**src/rtl/cond_eval_pkg.sv**
```systemverilog
package cond_eval_pkg;

  localparam int FLAG_COND_W = 4;
  localparam int REG_COND_W  = 3;
  localparam int NUM_FLAG_PRED = 1 << FLAG_COND_W;

  typedef struct packed {
    logic n;
    logic z;
    logic v;
    logic c;
  } cc_flags_t;

  typedef enum logic [FLAG_COND_W-1:0] {
    FC_NEVER  = 4'd0,
    FC_EQ     = 4'd1,
    FC_LE     = 4'd2,
    FC_LT     = 4'd3,
    FC_LEU    = 4'd4,
    FC_CS     = 4'd5,
    FC_NEG    = 4'd6,
    FC_VS     = 4'd7,
    FC_ALWAYS = 4'd8,
    FC_NE     = 4'd9,
    FC_GT     = 4'd10,
    FC_GE     = 4'd11,
    FC_GU     = 4'd12,
    FC_CC     = 4'd13,
    FC_POS    = 4'd14,
    FC_VC     = 4'd15
  } flag_cond_e;

  typedef enum logic [REG_COND_W-1:0] {
    RT_RSV0 = 3'd0,
    RT_Z    = 3'd1,
    RT_LEZ  = 3'd2,
    RT_LZ   = 3'd3,
    RT_RSV4 = 3'd4,
    RT_NZ   = 3'd5,
    RT_GZ   = 3'd6,
    RT_GEZ  = 3'd7
  } reg_cond_e;

  // Each predicate is written out on its own, so that the complementary
  // pairs can be cross-checked against one another.
  function automatic logic eval_flag_pred(input logic [FLAG_COND_W-1:0] code,
                                          input cc_flags_t f);
    logic r;
    case (flag_cond_e'(code))
      FC_NEVER:  r = 1'b0;
      FC_EQ:     r = f.z;
      FC_LE:     r = f.z | (f.n ^ f.v);
      FC_LT:     r = f.n ^ f.v;
      FC_LEU:    r = f.c | f.z;
      FC_CS:     r = f.c;
      FC_NEG:    r = f.n;
      FC_VS:     r = f.v;
      FC_ALWAYS: r = 1'b1;
      FC_NE:     r = ~f.z;
      FC_GT:     r = ~f.z & ~(f.n ^ f.v);
      FC_GE:     r = (f.n & f.v) | (~f.n & ~f.v);
      FC_GU:     r = ~f.c & ~f.z;
      FC_CC:     r = ~f.c;
      FC_POS:    r = ~f.n;
      FC_VC:     r = ~f.v;
      default:   r = 1'b0;
    endcase
    return r;
  endfunction

endpackage

```
**src/rtl/cc_set_mux.sv**
```systemverilog
module cc_set_mux
  import cond_eval_pkg::*;
(
  input  cc_flags_t narrow_i,
  input  cc_flags_t wide_i,
  input  logic      wide_sel_i,
  output cc_flags_t flags_o
);

  always_comb begin
    flags_o = wide_sel_i ? wide_i : narrow_i;
  end

endmodule

```
**src/rtl/flag_pred_eval.sv**
```systemverilog
module flag_pred_eval
  import cond_eval_pkg::*;
(
  input  cc_flags_t               flags_i,
  input  logic [FLAG_COND_W-1:0]  code_i,
  output logic                    hit_o
);

  localparam int HALF = NUM_FLAG_PRED / 2;

  logic [NUM_FLAG_PRED-1:0] pred;

  for (genvar i = 0; i < NUM_FLAG_PRED; i++) begin : g_pred
    assign pred[i] = eval_flag_pred(FLAG_COND_W'(i), flags_i);
  end

  assign hit_o = pred[code_i];

  // Upper half of the code space is the complement of the lower half.
  always_comb begin
    for (int k = 0; k < HALF; k++) begin
      AST_PRED_PAIRS: assert (pred[k + HALF] == ~pred[k]) else $error("complement pair mismatch");
    end
    AST_ALWAYS_NEVER: assert (pred[HALF] && !pred[0]) else $error("always/never wrong");
  end

endmodule

```
**src/rtl/reg_zero_test.sv**
```systemverilog
module reg_zero_test
  import cond_eval_pkg::*;
#(
  parameter int DATA_W = 64
) (
  input  logic [DATA_W-1:0]      value_i,
  input  logic [REG_COND_W-1:0]  code_i,
  output logic                   hit_o,
  output logic                   illegal_o
);

  localparam int SIGN_BIT = DATA_W - 1;

  logic is_zero;
  logic is_neg;

  assign is_zero = (value_i == '0);
  assign is_neg  = value_i[SIGN_BIT];

  always_comb begin
    hit_o     = 1'b0;
    illegal_o = 1'b0;
    case (reg_cond_e'(code_i))
      RT_Z:    hit_o = is_zero;
      RT_LEZ:  hit_o = is_neg | is_zero;
      RT_LZ:   hit_o = is_neg;
      RT_NZ:   hit_o = ~is_zero;
      RT_GZ:   hit_o = ~is_neg & ~is_zero;
      RT_GEZ:  hit_o = ~is_neg;
      default: illegal_o = 1'b1;
    endcase
  end

  always_comb begin
    AST_RSV_NO_HIT: assert (!(illegal_o && hit_o)) else $error("reserved code produced a hit");
    AST_NEG_NONZERO: assert (!(is_neg && is_zero)) else $error("sign and zero both set");
  end

endmodule

```
**src/rtl/cond_eval_unit.sv**
```systemverilog
module cond_eval_unit
  import cond_eval_pkg::*;
#(
  parameter int DATA_W = 64
) (
  input  logic                   clk,
  input  logic                   rst,
  input  logic                   mode_reg,
  input  logic                   use_wide,
  input  logic [3:0]             flags_narrow,
  input  logic [3:0]             flags_wide,
  input  logic [3:0]             flag_cond,
  input  logic [DATA_W-1:0]      reg_value,
  input  logic [2:0]             reg_cond,
  output logic                   taken,
  output logic                   bad_sel
);

  cc_flags_t sel_flags;
  logic      flag_hit;
  logic      reg_hit;
  logic      reg_illegal;
  logic      taken_d;
  logic      bad_d;

  cc_set_mux u_mux (
    .narrow_i   (cc_flags_t'(flags_narrow)),
    .wide_i     (cc_flags_t'(flags_wide)),
    .wide_sel_i (use_wide),
    .flags_o    (sel_flags)
  );

  flag_pred_eval u_flag (
    .flags_i (sel_flags),
    .code_i  (flag_cond),
    .hit_o   (flag_hit)
  );

  reg_zero_test #(.DATA_W(DATA_W)) u_reg (
    .value_i   (reg_value),
    .code_i    (reg_cond),
    .hit_o     (reg_hit),
    .illegal_o (reg_illegal)
  );

  always_comb begin
    if (mode_reg) begin
      taken_d = reg_hit & ~reg_illegal;
      bad_d   = reg_illegal;
    end else begin
      taken_d = flag_hit;
      bad_d   = 1'b0;
    end
  end

  always_ff @(posedge clk) begin
    if (rst) begin
      taken   <= 1'b0;
      bad_sel <= 1'b0;
    end else begin
      taken   <= taken_d;
      bad_sel <= bad_d;
    end
  end

  AST_RST_CLEAR: assert property (@(posedge clk) disable iff (rst)
    $past(rst) |-> (!taken && !bad_sel)) else $error("outputs not cleared by reset");
  AST_ALWAYS_TAKEN: assert property (@(posedge clk) disable iff (rst)
    (!mode_reg && flag_cond == 4'd8) |=> taken) else $error("always not taken");
  AST_NEVER_QUIET: assert property (@(posedge clk) disable iff (rst)
    (!mode_reg && flag_cond == 4'd0) |=> !taken) else $error("never was taken");
  AST_RSV_FLAGGED: assert property (@(posedge clk) disable iff (rst)
    (mode_reg && reg_cond[1:0] == 2'b00) |=> (bad_sel && !taken)) else $error("reserved code missed");
  AST_FLAG_MODE_LEGAL: assert property (@(posedge clk) disable iff (rst)
    !mode_reg |=> !bad_sel) else $error("bad_sel in flag mode");
  AST_REG_ZERO_HIT: assert property (@(posedge clk) disable iff (rst)
    (mode_reg && reg_cond == 3'd1 && reg_value == '0) |=> taken) else $error("zero test missed");

endmodule

```
**config.mk**
```make
export PLATFORM = sky130hd
export DESIGN_NAME = cond_eval_unit
export DESIGN_NICKNAME = d
export VERILOG_FILES = /design/src/rtl/cond_eval_pkg.sv /design/src/rtl/cc_set_mux.sv /design/src/rtl/flag_pred_eval.sv /design/src/rtl/reg_zero_test.sv /design/src/rtl/cond_eval_unit.sv
export SDC_FILE = /design/constraint.sdc
export NUM_CORES = 1
export LEC_CHECK = 0
export BUFFER_PORTS_ARGS = -buffer_cell sky130_fd_sc_hd__buf_2
export CAP_MARGIN = 20
export CORE_UTILIZATION = 24
export CTS_CLUSTER_DIAMETER = 30
export DETAILED_ROUTE_END_ITERATION = 16
export PLACE_DENSITY = 0.79
export SETUP_SLACK_MARGIN = 0.3
export SYNTH_ARGS = -nofsm -noshare
export SYNTH_HDL_FRONTEND = slang
export SYNTH_SLANG_ARGS = --single-unit
```
**constraint.sdc**
```tcl
create_clock -name clk -period 2 [get_ports clk]
set_input_delay 0.4 -clock clk [delete_from_list [all_inputs] [get_ports clk]]
set_output_delay 0.4 -clock clk [all_outputs]
set_load 0.005 [all_outputs]
```
**After elaboration in Yosys (flattened, before gate mapping)**

Index checks and enable logic that the tools add are counted.

- Add/sub/neg operators: 0
- Multipliers: 0
- Div/mod/pow operators: 0
- Order comparisons: 1
- Eq/ne operators: 6
- Shifts and indexed selects: 0
- Multiplexer cells: 6
- Bitwise logic cells: 19
- Reductions and logical operators: 3

Operators with widths:

| kind | number |
|---|---|
| 64-bit logical NOT | 1 |
| 3-bit equality test, second input constant | 3 |
| 1-bit inverter | 8 |
| 1-bit AND | 6 |
| 3-bit by 2-bit equality test with 1-bit output, second input constant | 2 |
| 1-bit one-hot mux with 6 select lines | 1 |
| 6-bit OR reduction | 1 |
| 4-bit by 5-bit less-than comparator with 1-bit output, second input constant | 1 |
| 1-bit binary-select mux with 4-bit select | 1 |
| 4-bit 2-to-1 mux | 1 |
| 1-bit bitwise OR | 4 |
| 3-bit by 1-bit equality test with 1-bit output, second input constant | 1 |
| 1-bit 2-to-1 mux | 3 |
| 2-bit OR reduction | 1 |
| 1-bit bitwise XOR | 1 |

- Flip-flop bits (word level): 2
- Bits in latches: 0
- Bits in writable memories: 0
- Memory bits (read-only): 0
- Bits of input ports: 83
- Output and inout bits: 2
- Logic and storage cells: 37
- Memories: 0

**Longest topological paths before layout**

- Depth in word-level cells: 7
- Depth in mapped cells: 5

**Modules after synthesis**

Synthesis repeated with hierarchy kept, for this count alone.

- Cell total of the unflattened synthesis: 53
- Area total of the unflattened synthesis: 432.9 um^2

By module, submodules not included:

| module | instances | cells each | area an instance (um^2) |
|---|---|---|---|
| reg_zero_test | 1 | 33 | 247.7 |
| cond_eval_unit | 1 | 7 | 70.1 |
| flag_pred_eval | 1 | 9 | 70.1 |
| cc_set_mux | 1 | 4 | 45.0 |

**Worst setup path after synthesis**

Ideal clock, no wire load.

- Path type: input to register
- From: in flag_cond[0]
- To: reg taken
- Library setup time: 0.120 ns
- Arrival: 1.642 ns
- Required time: 1.880 ns
- Path slack: 0.238 ns
- Stages: 5
- Path buffers: 0
- Path through: mux2_1 -> mux4_2 -> a211oi_2 -> mux2i_1 -> o21ai_1

- Cells in the longest elaborated chain, start to end: 3

Ends and longest elaborated chain:

| element | RTL line | text |
|---|---|---|
| from (decl) | cond_eval_unit.sv:12 | `input logic [3:0] flag_cond,` |
| 1-bit binary-select mux with 4-bit select | flag_pred_eval.sv:17 | `assign hit_o = pred[code_i];` |
| 1-bit 2-to-1 mux (not written as such) | flag_pred_eval.sv:17 |  |
| 1-bit 2-to-1 mux | cond_eval_unit.sv:47 | `if (mode_reg) begin` |
| to (signal assigned) | cond_eval_unit.sv:61 | `taken <= taken_d;` |
| to (decl) | cond_eval_unit.sv:15 | `output logic taken,` |

Every way passes these cells. The select of a mux whose other input is x is not followed.
A chain may end at the register's enable or synchronous reset.

**Final worst setup path**

Same ends and word-level chain as after synthesis.

==> out/qor.yml <==
synthesis:
  synth-edff-count: 0
  synth_common_cells: "17 x nor4_1, 4 x nand2b_1, 4 x nand4_1, 3 x mux2i_1, 3 x nor3_1"
  synth-seq-cells: 2
  yosys.area.top_type: "nor4_1"
  synth_cells: 53
  ys_types: 23
  synth-seq-area-share_pct: 9.668
  synth_top_area_share_pct: 25.68
  synthArstFlopShare_pct: 0
  synthTopCellsByArea: "nor4_1 26%, dfxtp_1 9.7%, mux2i_1 7.3%, nand2b_1 6.0%, nand4_1 6.0%"
  yosys_warnings: 0
  ys.flop_type: "dfxtp_1"
  synth.most_common_cell: "nor4_1"
  synth.avg_cell_area_um2: 7.814
  syn_area_um2: 414.1
  syn_nets: 136
timing:
  tightest_slew_ns: 0.2983
  whs_ns: 0.3946
  drv_slew: 0
  finalCritPeriodShare_pct: 83.64
  max_freq_ghz: 0.5978
  slew_headroom_pct: 79.93
  finalCriticalPeriod_ns: 1.673
  rsz0062_at_grt: "true"
  setup_ws_ns: 0.3271
  hold_viol_final: 0
  tns_ns: 0
  setup_viol: 0
status:
  status: "finished with violations"
  violations: "design-rule violations"
run:
  cap_violations: 0
pwr:
  power_density_nw_per_um2: 307.2
  p_leak_nw: 0.4694
  ir_worst_vdd_uv: 184.5
clock_network:
  cts_tree: "built"
  ctsHoldBuffers: 0
  cts_root_buffer: "clkbuf_4"
  numCtsBuffers: 3
  cts_sinks: 2
  max-clock-path-buffers: 2
  path_clk_slew_ns: 0.03
  htree_levels: 1
worst_setup_path:
  crit_path_max_fanout: 4
  critical_path_buf_inv_count: 1
  end_kind: "register"
  cp.required_ns: 2.11
  crit_path_cell_trace: "buf_8, mux2_4, mux4_2, a211oi_2, mux2i_1, o21ai_1"
  cp.arrival_ns: 1.78
  crit_path_start_kind: "primary input"
  crit_slowest_cell: "mux4_2"
  max_stage_delay_ns: 0.47
  critical_path_class: "in -> reg"
  path_delay_family: "multiplexers"
routing:
  post_drt_wl_per_cell_um: 11.90
  viasPerCell: 4.962
  vias: 779
  drt_wl_total_mm: 1.869
  ant_nets: 0
  drcViolationCount: 3
  firstDrtPassIters: 9
  drt_first_iter_violations: 6
layout:
  nNetsFinal: 226
  areaGrowthSynthToFinish_pct: 117.8
  drive_gt1_share_pct: 67.38
  fillers: 161
  fin_cells: 157
  n_antenna_cell: 0
place:
  hpwl_mm: 1.720
  pre_cts_ws_ns: 0.06423
  place_congestion: 0.7355
  io_buffers: 84
  placed_cells: 153
die:
  die_area_um2: 1896
  fp-row-count: 14
  fp.coreArea_um2: 1559
  die_h_um: 43.54
  start_util_pct: 26.56
  fp.dieW_um: 43.54
  io_pins: 85
global_route:
  track_usage_pct: 19.13
  grt_pass1_vias: 776
  antenna_found_initial: 0
  grt_max_degree: 6
  grt.overflow.total: 0
  grt_first_pass_wirelength_mm: 2.711
worst_hold_path:
  min_path_type: "in -> reg"
## layout make-up
type / count / area (um^2) / share of cell area (%)
tap: 16 / 20.02 / 2.219
clock buffer: 3 / 22.52 / 2.497
inverter: 1 / 3.754 / 0.4161
multi-input combinational: 50 / 377.9 / 41.89
timing repair buffer: 85 / 437.9 / 48.54
sequential: 2 / 40.04 / 4.438
## flip-flops by register name (all words and copies together) (netlist names)
name / count
bad_sel: 1
taken: 1
## per-layer routing
metal  GRT usage (%)  wire length [um]
met5               0                 0
met4           11.88                29
met3           2.917                80
met2           37.01              1115
met1           18.43               644
## power by group
group          switching, mW  total (mW)  internal [mW]
sequential          0.000468      0.0432         0.0428
clock                 0.0244      0.0906         0.0663
combinational         0.0508       0.143         0.0925
## logic make-up after synthesis
family / Yosys count / share of synthesized area, %
DFF: 2 / 9.668
buffers and inverters: 1 / 0.9055
muxes: 6 / 18.13
AOI/OAI and AO/OA: 7 / 13.29
xor gates and xnor gates: 3 / 6.346
and+or+nand+nor: 34 / 51.66
## cell usage in the layout (no fill, tap or decap), drive strengths merged
cell type  netlist  layout
xnor2            1       1
mux4             1       1
dfxtp            2       2
mux2             2       2
buf              0      85
nor4            17      17
o21ai            2       2
a31o             1       1
nor3b            1       1
a211oi           1       1
nor3             3       3
nor2             1       1
nand4            4       4
a32o             1       1
nand2b           6       6
clkbuf           0       3
nand3b           1       1
inv              1       1
nor2b            1       1
mux2i            3       3
a221oi           1       1
a21oi            1       1
xor2             2       2
## what timing repair did
item                       CTS  global route
resized for setup            0             4
setup endpoints to repair    0             1
setup buffers                0             1
hold endpoints to repair     0             0
## per-stage QoR
stage / area, um^2 / total power, mW / utilization, %
5_1_grt: 902.1 / 0.2993 / 57.87
4_1_cts: 884.6 / 0.2784 / 56.74
2_1_floorplan: 421.7 / 0.08850 / -
3_5_place_dp: 862.1 / 0.1838 / 55.30
3_3_place_gp: 862.1 / 0.1778 / 55.30
6_report: 902.1 / 0.2772 / 57.87
## worst paths after layout
check	from	end	slack [ns]	cells after the start
worst min-delay path	reg_cond[1]	bad_sel$_SDFF_PP0_	0.39	2
worst max-delay path	flag_cond[0]	taken$_SDFF_PP0_	0.33	6
(Power assumes the default switching activity.)
